### src/rtl/eis_pkg.sv
package eis_pkg;
  typedef enum logic [1:0] {
    SNS_LOW_FALL = 2'b00,
    SNS_RISE     = 2'b01,
    SNS_FALL     = 2'b10,
    SNS_BOTH     = 2'b11
  } sense_e;

  localparam logic CTL0_ADDR = 1'b0;
  localparam logic CTL1_ADDR = 1'b1;
  localparam int   EN_BIT    = 0;
  localparam int   POL_BIT   = 1;
  localparam logic [1:0] LVL_OPEN = 2'b11;
endpackage

### src/rtl/eis_sync.sv
module eis_sync #(
  parameter int W       = 4,
  parameter bit RST_VAL = 1'b1
) (
  input  logic         clk,
  input  logic         rst_n,
  input  logic [W-1:0] d,
  output logic [W-1:0] q
);
  logic [W-1:0] stage1_q;
  logic [W-1:0] stage2_q;

  always_ff @(posedge clk or negedge rst_n) begin
    if (!rst_n) begin
      stage1_q <= {W{RST_VAL}};
      stage2_q <= {W{RST_VAL}};
    end else begin
      stage1_q <= d;
      stage2_q <= stage1_q;
    end
  end

  assign q = stage2_q;
endmodule

### src/rtl/eis_regs.sv
module eis_regs
  import eis_pkg::*;
#(
  parameter int NUM_GRP = 4,
  parameter int DW      = 8
) (
  input  logic                 clk,
  input  logic                 rst_n,
  input  logic                 addr,
  input  logic                 we,
  input  logic [DW-1:0]        wdata,
  input  logic [1:0]           cpu_lvl,
  output logic [DW-1:0]        rdata,
  output logic [2*NUM_GRP-1:0] sense_q,
  output logic                 top_en,
  output logic                 top_pol
);
  localparam int SW = 2 * NUM_GRP;

  logic wr_ctl0;
  logic wr_ctl1;
  logic lvl_open;

  assign lvl_open = (cpu_lvl == LVL_OPEN);
  assign wr_ctl0  = we && (addr == CTL0_ADDR);
  assign wr_ctl1  = we && (addr == CTL1_ADDR);

  // Trigger fields: writable only at the highest processor level
  always_ff @(posedge clk or negedge rst_n) begin
    if (!rst_n) begin
      sense_q <= '0;
    end else if (wr_ctl0 && lvl_open) begin
      sense_q <= wdata[SW-1:0];
    end
  end

  // Top-level controls: polarity gated by the enable value before the write
  always_ff @(posedge clk or negedge rst_n) begin
    if (!rst_n) begin
      top_en  <= 1'b0;
      top_pol <= 1'b0;
    end else if (wr_ctl1) begin
      top_en <= wdata[EN_BIT];
      if (!top_en) begin
        top_pol <= wdata[POL_BIT];
      end
    end
  end

  always_comb begin
    rdata = '0;
    if (addr == CTL0_ADDR) begin
      rdata[SW-1:0] = sense_q;
    end else begin
      rdata[EN_BIT]  = top_en;
      rdata[POL_BIT] = top_pol;
    end
  end
endmodule

### src/rtl/eis_det.sv
module eis_det
  import eis_pkg::*;
#(
  parameter int W        = 4,
  parameter bit PREV_RST = 1'b1
) (
  input  logic         clk,
  input  logic         rst_n,
  input  logic [W-1:0] cur,
  input  sense_e       mode,
  input  logic         ack,
  output logic         pend
);
  logic [W-1:0] prev_q;
  logic         pend_q;
  logic         rise_any;
  logic         fall_any;
  logic         low_any;
  logic         hit;

  always_comb begin
    rise_any = |(cur & ~prev_q);
    fall_any = |(~cur & prev_q);
    low_any  = |(~cur);
    case (mode)
      SNS_LOW_FALL: hit = fall_any | low_any;
      SNS_RISE:     hit = rise_any;
      SNS_FALL:     hit = fall_any;
      SNS_BOTH:     hit = rise_any | fall_any;
      default:      hit = 1'b0;
    endcase
  end

  // Previous sample follows the line in every mode, so a mode change is silent
  always_ff @(posedge clk or negedge rst_n) begin
    if (!rst_n) begin
      prev_q <= {W{PREV_RST}};
      pend_q <= 1'b0;
    end else begin
      prev_q <= cur;
      pend_q <= hit | (pend_q & ~ack);
    end
  end

  assign pend = pend_q;
endmodule

### src/rtl/ext_irq_sense.sv
module ext_irq_sense
  import eis_pkg::*;
#(
  parameter int NUM_GRP  = 4,
  parameter int GRP_W    = 4,
  parameter int DW       = 8,
  parameter bit IDLE_LVL = 1'b1
) (
  input  logic                     clk,
  input  logic                     rst_n,
  input  logic                     bus_addr,
  input  logic                     bus_we,
  input  logic [DW-1:0]            bus_wdata,
  output logic [DW-1:0]            bus_rdata,
  input  logic [1:0]               cpu_lvl,
  input  logic [NUM_GRP*GRP_W-1:0] grp_in,
  input  logic                     top_in,
  input  logic [NUM_GRP-1:0]       ack_grp,
  input  logic                     ack_top,
  output logic [NUM_GRP-1:0]       pend_grp,
  output logic                     pend_top
);
  localparam int IN_W = NUM_GRP * GRP_W;
  localparam int SW   = 2 * NUM_GRP;

  logic [IN_W-1:0] grp_s;
  logic            top_s;
  logic [SW-1:0]   ctl0_q;
  logic            top_en;
  logic            top_pol;
  logic            top_gated;
  sense_e          top_mode;

  eis_sync #(.W(IN_W), .RST_VAL(IDLE_LVL)) u_sync_grp (
    .clk   (clk),
    .rst_n (rst_n),
    .d     (grp_in),
    .q     (grp_s)
  );

  eis_sync #(.W(1), .RST_VAL(IDLE_LVL)) u_sync_top (
    .clk   (clk),
    .rst_n (rst_n),
    .d     (top_in),
    .q     (top_s)
  );

  eis_regs #(.NUM_GRP(NUM_GRP), .DW(DW)) u_regs (
    .clk     (clk),
    .rst_n   (rst_n),
    .addr    (bus_addr),
    .we      (bus_we),
    .wdata   (bus_wdata),
    .cpu_lvl (cpu_lvl),
    .rdata   (bus_rdata),
    .sense_q (ctl0_q),
    .top_en  (top_en),
    .top_pol (top_pol)
  );

  for (genvar g = 0; g < NUM_GRP; g++) begin : g_grp
    sense_e grp_mode;
    assign grp_mode = sense_e'(ctl0_q[2*g +: 2]);

    eis_det #(.W(GRP_W), .PREV_RST(IDLE_LVL)) u_det (
      .clk   (clk),
      .rst_n (rst_n),
      .cur   (grp_s[g*GRP_W +: GRP_W]),
      .mode  (grp_mode),
      .ack   (ack_grp[g]),
      .pend  (pend_grp[g])
    );
  end

  // Enable gates the pin ahead of the edge detector
  assign top_gated = top_s & top_en;
  assign top_mode  = top_pol ? SNS_RISE : SNS_FALL;

  eis_det #(.W(1), .PREV_RST(1'b0)) u_det_top (
    .clk   (clk),
    .rst_n (rst_n),
    .cur   (top_gated),
    .mode  (top_mode),
    .ack   (ack_top),
    .pend  (pend_top)
  );
endmodule

### config.mk
export PLATFORM = sky130hd
export DESIGN_NAME = ext_irq_sense
export DESIGN_NICKNAME = d
export VERILOG_FILES = /design/src/rtl/eis_pkg.sv /design/src/rtl/eis_sync.sv /design/src/rtl/eis_regs.sv /design/src/rtl/eis_det.sv /design/src/rtl/ext_irq_sense.sv
export SDC_FILE = /design/constraint.sdc
export NUM_CORES = 1
export LEC_CHECK = 0
export BUFFER_PORTS_ARGS = -buffer_cell sky130_fd_sc_hd__buf_4
export CAP_MARGIN = 10
export CORE_UTILIZATION = 25
export DETAILED_ROUTE_END_ITERATION = 16
export PLACE_DENSITY_LB_ADDON = 0.05
export SETUP_SLACK_MARGIN = 0.15
export SYNTH_ARGS = -nofsm -noshare
export SYNTH_HDL_FRONTEND = slang
export SYNTH_HIERARCHICAL = 1
export SYNTH_SLANG_ARGS = --single-unit
### constraint.sdc
create_clock -name clk -period 3.09 [get_ports clk]
set_clock_uncertainty 0.2 [all_clocks]
set_input_delay 0.309 -clock clk [delete_from_list [all_inputs] [get_ports clk]]
set_output_delay 0.309 -clock clk [all_outputs]
set_load 0.05 [all_outputs]
==> impl_metrics.env, run 1 <==
export IMPL_grt_max_degree=67
export IMPL_layout_drive_gt1_share=0.4624
export IMPL_postSynthCellCount=190
export IMPL_required_ns=2.58
export IMPL_yosys_warnings=6
export IMPL_clk_insertion_delay_late_ns=0.33
export IMPL_routed_top_layer="met4"
export IMPL_fin_crit_ns=1.745
export IMPL_yosysSeqAreaShare=0.6399
export IMPL_syn_mean_instance_area_sq_um=14.10
export IMPL_crit_chain="mux2_2 -> buf_4"
export IMPL_min_path_type="in2reg"
export IMPL_synth_nets=241
export IMPL_routed_wl_um=4840
export IMPL_place_ws_ns=1.388
export IMPL_core_area_sq_um=10370
export IMPL_critical_path_endpoint_type="output pin"
export IMPL_setup_ws_ns=1.345
export IMPL_cts_num_sinks=66
export IMPL_tritoncts="done"
export IMPL_p_leak_uw=0.001607
export IMPL_wl_met1_um=2273
export IMPL_ys_types=22
export IMPL_start_kind="flop"
export IMPL_synthMuxAreaShare=0.06913
export IMPL_met2_length_um=2261
export IMPL_fin_nets=325
export IMPL_clock_path_buffers=2
export IMPL_slew_limit_headroom=0.4562
export IMPL_worstPathArrival_ns=1.24
export IMPL_numCtsBuffers=9
export IMPL_maxCapViolCount=0
export IMPL_grt_ovfl_total=0
export IMPL_final_util=0.3517
export IMPL_place_congestion=0.6641
export IMPL_final_cell_mix="50 x dfstp_2, 48 x buf_4, 26 x dlygate4sd3_1"
export IMPL_max_freq_mhz=572.9
export IMPL_synth_top_area_frac=0.4904
export IMPL_layout_commonest_cell="dfstp_2"
export IMPL_first_pass_iters=4
export IMPL_timing_hold_ws_ns=0.08998
export IMPL_finalSetupViolCount=0
export IMPL_hold_start="ack_top"
export IMPL_syn_to_final_growth_pct=36.15
export IMPL_powerDensity_nw_per_um2=626.7
export IMPL_ys_ff_latch=66
export IMPL_finalCritPeriodShare=0.5648
export IMPL_rsz0062_at_grt="false"
export IMPL_initial_core_util=0.2583
export IMPL_drtIter0Drc=23
export IMPL_htreeDepth=3
export IMPL_r2r_start="u_regs/top_pol$_DFFE_PN0P_"
export IMPL_cp_top_family="flip-flops"
export IMPL_routedWlPerCell_um=11.66
export IMPL_critPathMaxFanout=6
export IMPL_syn_area_sq_um=2679
export IMPL_worstMarginPinSlew_ns=0.8157
export IMPL_final_cells=415
export IMPL_yosys_area_share_simple=0.09855
export IMPL_synthXorXnorAreaFrac=0
export IMPL_num_rows=37
export IMPL_route_detailed_drc=0
export IMPL_dpl_cell_count=373
export IMPL_port_buffers=48
export IMPL_ioPinCount=49
export IMPL_die_w_um=105.5
export IMPL_via_per_inst=3.937
export IMPL_drtAntennaViolNets=0
export IMPL_synth_top_family_by_area="simple AND/OR/NAND/NOR gates"
export IMPL_cts_root_buf="clkbuf_8"
export IMPL_ir_drop_v=0.0002510
export IMPL_n_antenna_cell=0
export IMPL_criticalPathCategory="reg2out"
export IMPL_hold_viol_final=0
export IMPL_drv_slew=0
export IMPL_wl_met3_um=220
export IMPL_grt_usage=0.09863
export IMPL_synth_area_leaders="dfstp_2 49%, dfrtp_1 15%, ha_1 7.0%"
export IMPL_grt_pass1_wl_um=8114
export IMPL_antenna_found_initial=0
export IMPL_max_stage_delay_ns=0.43
export IMPL_vias=1634
export IMPL_synth_adder_area_share=0.07006
export IMPL_dieArea_sq_um=11130
export IMPL_cts_setup_buffers=0
export IMPL_yosysTopAreaCell="dfstp_2"
export IMPL_slowest_stage="dfrtp_1"
export IMPL_synth_compound_area_frac=0.08594
export IMPL_critPathLaunch="u_regs/top_pol$_DFFE_PN0P_"
export IMPL_setup_tns_ns=0
export IMPL_crit_buf_inv=1
export IMPL_dp_hpwl_um=3315
export IMPL_dieHeight_um=105.5
export IMPL_status="finished, final reports clean"
export IMPL_clk_pin_slew_worst_paths_ns=0.07
export IMPL_grt_pass1_vias=1686
==> registers in the layout (all words and copies together) (netlist names) <==
name	count
g_grp.u_det/prev_q	16
u_sync_top/q	1
u_sync_grp/stage1_q	16
u_regs/sense_q	8
u_det_top/pend	1
u_sync_grp/q	16
g_grp.u_det/pend	4
u_regs/top_pol	1
u_sync_top/stage1_q	1
u_det_top/prev_q	1
u_regs/top_en	1
==> synthesized netlist by cell type <==
| library cell | instances |
|---|---|
| nor2_1 | 1 |
| dfstp_2 | 50 |
| o21ai_0 | 1 |
| a21oi_1 | 5 |
| nand2b_1 | 13 |
| dfrtp_1 | 16 |
| nand3b_1 | 1 |
| mux2_2 | 12 |
| a22oi_1 | 8 |
| ha_1 | 15 |
| nand4_1 | 4 |
| nor2b_1 | 18 |
| mux2i_1 | 5 |
| a211oi_2 | 4 |
| nand2_1 | 1 |
| a2111o_1 | 4 |
| o2111ai_1 | 4 |
| a221o_1 | 1 |
| inv_1 | 24 |
| and2_1 | 1 |
| buf_4 | 1 |
| nand4b_4 | 1 |
==> stage by stage <==
stage | area [sq um] | total power (uW)
5_1_grt | 3647 | 2434
4_1_cts | 3637 | 2343
3_3_place_gp | 3202 | 1596
6_report | 3647 | 2286
2_1_floorplan | 2679 | 1413
3_5_place_dp | 3202 | 1597
==> cell type report <==
class	count	area, sq um
tap	136	170.2
multi-input combinational	99	867.1
sequential	66	1714
clock inverter	5	53.80
inverter	24	90.09
clock buffer	11	131.4
timing repair buffer	74	620.6
fill	1049	6723
==> what timing repair did <==
action,in CTS,in global routing
hold buffers,25,1
gates resized for setup,0,0
hold endpoints to repair,41,1
==> kinds of logic (layout without fill, tap and decap cells) <==
| family | after synthesis | after routing |
|---|---|---|
| buffers and inverters | 25 | 114 |
| DFF | 66 | 66 |
| and+or+nand+nor | 40 | 40 |
| adders and majority gates | 15 | 15 |
| muxes | 17 | 17 |
| AOI/OAI and AO/OA | 27 | 27 |
==> where the power goes <==
part           switching, uW  internal (uW)
Clock                    317            371
Sequential              80.6            979
Combinational            303            235
Total                    701           1580
==> worst min-delay path, stage by stage <==
cell	delay (ns)
buf_4	0.11
inv_1	0.04
a221o_1	0.13
==> final timing paths <==
check / cells past startpoint / slack (ns) / to
max in group asynchronous: 2 / 1.74 / u_det_top/pend$_DFF_PN0_
min in group asynchronous: 2 / 0.43 / u_regs/sense_q[7]$_DFFE_PN0P_
max reg2reg: 5 / 1.40 / u_det_top/pend$_DFF_PN0_
min: 3 / 0.09 / u_det_top/pend$_DFF_PN0_
max: 2 / 1.34 / bus_rdata[1]
min reg2reg: 0 / 0.16 / u_sync_grp/q[14]$_DFF_PN1_
==> metal layers <==
layer	vias up	GRT usage
met2	31	0.1476
met3	7	0.03896
met4	0	0.05655
met1	781	0.1203
li1	815	-
met5	-	0
(Power assumes the default switching activity.)
==> inputs of run 2 (changes only) <==
- ABC_AREA: not set -> 1
- clock period: 3.09 -> 1.55 ns (I/O delays scaled with it)
==> run 2 against run 1 <==
Against the previous run:
- combinational power is 140% higher
- design area is 16% higher
- non-clock buffer count is 18 higher
- wire length is 19% higher
- via count is 33% higher
- die area is 6.8% higher
- sequential share of layout area is 6.5 points lower
- largest power group unchanged
- highest routed layer unchanged
==> impl_metrics.env, run 2 <==
export IMPL_worstMarginPinSlew_ns=0.3785
export IMPL_cts_root_buf="clkbuf_16"
export IMPL_initial_core_util=0.2609
export IMPL_route_detailed_drc=0
export IMPL_power_uw=5202
export IMPL_max_stage_delay_ns=0.44
export IMPL_syn_area_sq_um=2865
export IMPL_start_kind="flop"
export IMPL_numCtsBuffers=9
export IMPL_synth_ff_type="dfstp_2"
export IMPL_clock_path_buffers=2
export IMPL_via_per_inst=3.838
export IMPL_min_path_type="in2reg"
export IMPL_num_rows=38
export IMPL_worstPathArrival_ns=1.06
export IMPL_slew_limit_headroom=0.7477
export IMPL_fillers=1119
export IMPL_clk_pin_slew_worst_paths_ns=0.05
export IMPL_regArea_sq_um=1715
export IMPL_ys_ff_latch=66
export IMPL_worst_r2r_path_depth=9
export IMPL_yosys_warnings=6
export IMPL_cts_num_sinks=66
export IMPL_postSynthCellCount=320
export IMPL_antenna_found_initial=0
export IMPL_ys_types=17
export IMPL_dieArea_sq_um=11890
export IMPL_fin_nets=473
export IMPL_slowest_stage="dfrtp_2"
export IMPL_min_path_cells=5
export IMPL_crit_buf_inv=1
export IMPL_layout_drive_gt1_share=0.4333
export IMPL_first_pass_iters=4
export IMPL_final_util=0.3856
export IMPL_final_cells=567
export IMPL_synth_async_reset_ratio=1.000
export IMPL_layout_commonest_cell="nand2_1"
export IMPL_synth_most_common_cell="nand2_1"
export IMPL_r2r_slack_ns=0.17
export IMPL_port_buffers=48
export IMPL_synth_nets=371
export IMPL_dpl_cell_count=509
export IMPL_syn_to_final_growth_pct=47.82
export IMPL_critPathMaxFanout=6
export IMPL_finalSetupViolCount=0
export IMPL_fin_crit_ns=1.413
export IMPL_multi_input_area_sq_um=960.9
export IMPL_drtAntennaViolNets=0
export IMPL_syn_mean_instance_area_sq_um=8.954
export IMPL_rsz0062_at_grt="true"
export IMPL_synth_top_area_frac=0.4585
export IMPL_yosys_top_cells_count="107 x nand2_1, 69 x inv_1, 50 x dfstp_2"
export IMPL_setup_tns_ns=0
export IMPL_synth_enable_flop_cells=0
export IMPL_timing_hold_ws_ns=0.05617
export IMPL_drv_slew=0
export IMPL_dp_hpwl_um=3862
export IMPL_grt_ovfl_total=0
export IMPL_r2r_start="u_sync_grp/q[5]$_DFF_PN1_"
export IMPL_grt_max_degree=28
export IMPL_final_cell_mix="87 x nand2_1, 53 x inv_1, 51 x buf_4"
export IMPL_tritoncts="done"
export IMPL_powerDensity_nw_per_um2=1228
export IMPL_die_w_um=109.1
export IMPL_vias=2176
export IMPL_holdPathEnd="u_regs/sense_q[2]$_DFFE_PN0P_"
export IMPL_grt_pass1_wl_um=9915
export IMPL_htreeDepth=3
export IMPL_grt_pass1_vias=2162
export IMPL_drtIter0Drc=91
export IMPL_hold_viol_final=0
export IMPL_p_leak_uw=0.002155
export IMPL_core_area_sq_um=10980
export IMPL_reg2reg_to="g_grp[1].u_det/pend$_DFF_PN0_"
export IMPL_place_congestion=0.7766
export IMPL_critical_path_endpoint_type="output pin"
export IMPL_clk_insertion_delay_late_ns=0.32
export IMPL_criticalPathCategory="reg2out"
export IMPL_ir_drop_v=0.0004867
export IMPL_status="finished, final reports clean"
export IMPL_cp_top_family="flip-flops"
export IMPL_yosysTopAreaCell="dfstp_2"
export IMPL_dieHeight_um=109.1
export IMPL_routedWlPerCell_um=10.16
export IMPL_yosysSeqAreaShare=0.5983
export IMPL_grt_usage=0.1114
export IMPL_finalCritPeriodShare=0.9113
export IMPL_ioPinCount=49
export IMPL_required_ns=1.19
export IMPL_n_antenna_cell=0
export IMPL_hold_start="cpu_lvl[1]"
export IMPL_maxCapViolCount=0
export IMPL_max_freq_mhz=707.9
export IMPL_routed_wl_um=5762
export IMPL_crit_chain="nand2_1 -> o21ai_2 -> buf_6"
export IMPL_synth_area_leaders="dfstp_2 46%, nand2_1 14%, dfrtp_1 14%"
==> run 2: changes by cell type in the layout (fill, tap and decap cells not counted), moves of 9 or more <==
cell,change
inv_2,+21
clkbuf_16,+9
nand2b_1,-13
nand2_1,+86
nor2_2,+10
inv_1,+29
nand3_1,+13
nand2_2,+20
o21ai_1,+12
nor2_1,+11
nor2b_1,-18
mux2_2,-12
==> run 2: repair_timing <==
item | CTS | global route
endpoints found under the hold margin | 72 | 0
pin swaps | 0 | 22
resized for setup | 6 | 47
buffers inserted | 10 | 0
hold buffers | 32 | 0
endpoints found under the setup margin | 9 | 12
==> run 2: cell type report <==
class	count	area share
Inverter	75	0.06647
Clock buffer	10	0.05643
Sequential cell	66	0.4050
Timing Repair Buffer	92	0.1941
Clock inverter	6	0.009749
Tap cell	140	0.04136
Multi-Input combinational cell	178	0.2269
==> run 2: cell families after synthesis <==
group,synth area share
and+or+nand+nor,0.2044
AOI/OAI and AO/OA,0.03100
DFF,0.5983
buffers and inverters,0.1009
adders and majority gates,0.06550
==> run 2: per-layer routing <==
layer,track usage,wire length [um],vias up
met5,0,0,-
met3,0.03586,213,8
met4,0.05212,99,0
met1,0.1402,2767,993
li1,-,-,1138
met2,0.1725,2682,37
==> run 2: worst max-delay path by stage <==
stage / startpoint / to / cells after the start
floorplan: u_regs/top_pol$_DFFE_PN0P_ / u_det_top/pend$_DFF_PN0_ / 6
global route: u_sync_grp/q[3]$_DFF_PN1_ / g_grp[0].u_det/pend$_DFF_PN0_ / 9
finish: u_regs/top_pol$_DFFE_PN0P_ / bus_rdata[1] / 3
detailed placement: u_regs/top_pol$_DFFE_PN0P_ / u_det_top/pend$_DFF_PN0_ / 6
CTS: u_regs/top_en$_DFFE_PN0P_ / bus_rdata[0] / 3
global placement: u_regs/top_pol$_DFFE_PN0P_ / u_det_top/pend$_DFF_PN0_ / 6
==> run 2: stage by stage <==
stage,setup WS (ns),area [sq um]
floorplan,0.1890,2884
global placement,0.1453,3452
detailed placement,0.1192,3452
CTS,0.1240,4158
global route,0.04622,4235
finish,0.1375,4235
==> run 2: power by group <==
| part | internal [uW] | switching [uW] | total, uW |
|---|---|---|---|
| registers | 1950 | 104 | 2050 |
| logic | 528 | 742 | 1270 |
| clock network | 1120 | 756 | 1880 |
==> run 2: worst reg2reg max path, cell delays in order (launching register included) <==
cell     delay (ns)
dfstp_2        0.56
inv_2          0.04
nand2_2        0.06
nand2_2        0.06
inv_2          0.04
nand2_1        0.04
nor2_1         0.10
nand2_1        0.06
nand2_1        0.05
nand3_1        0.06
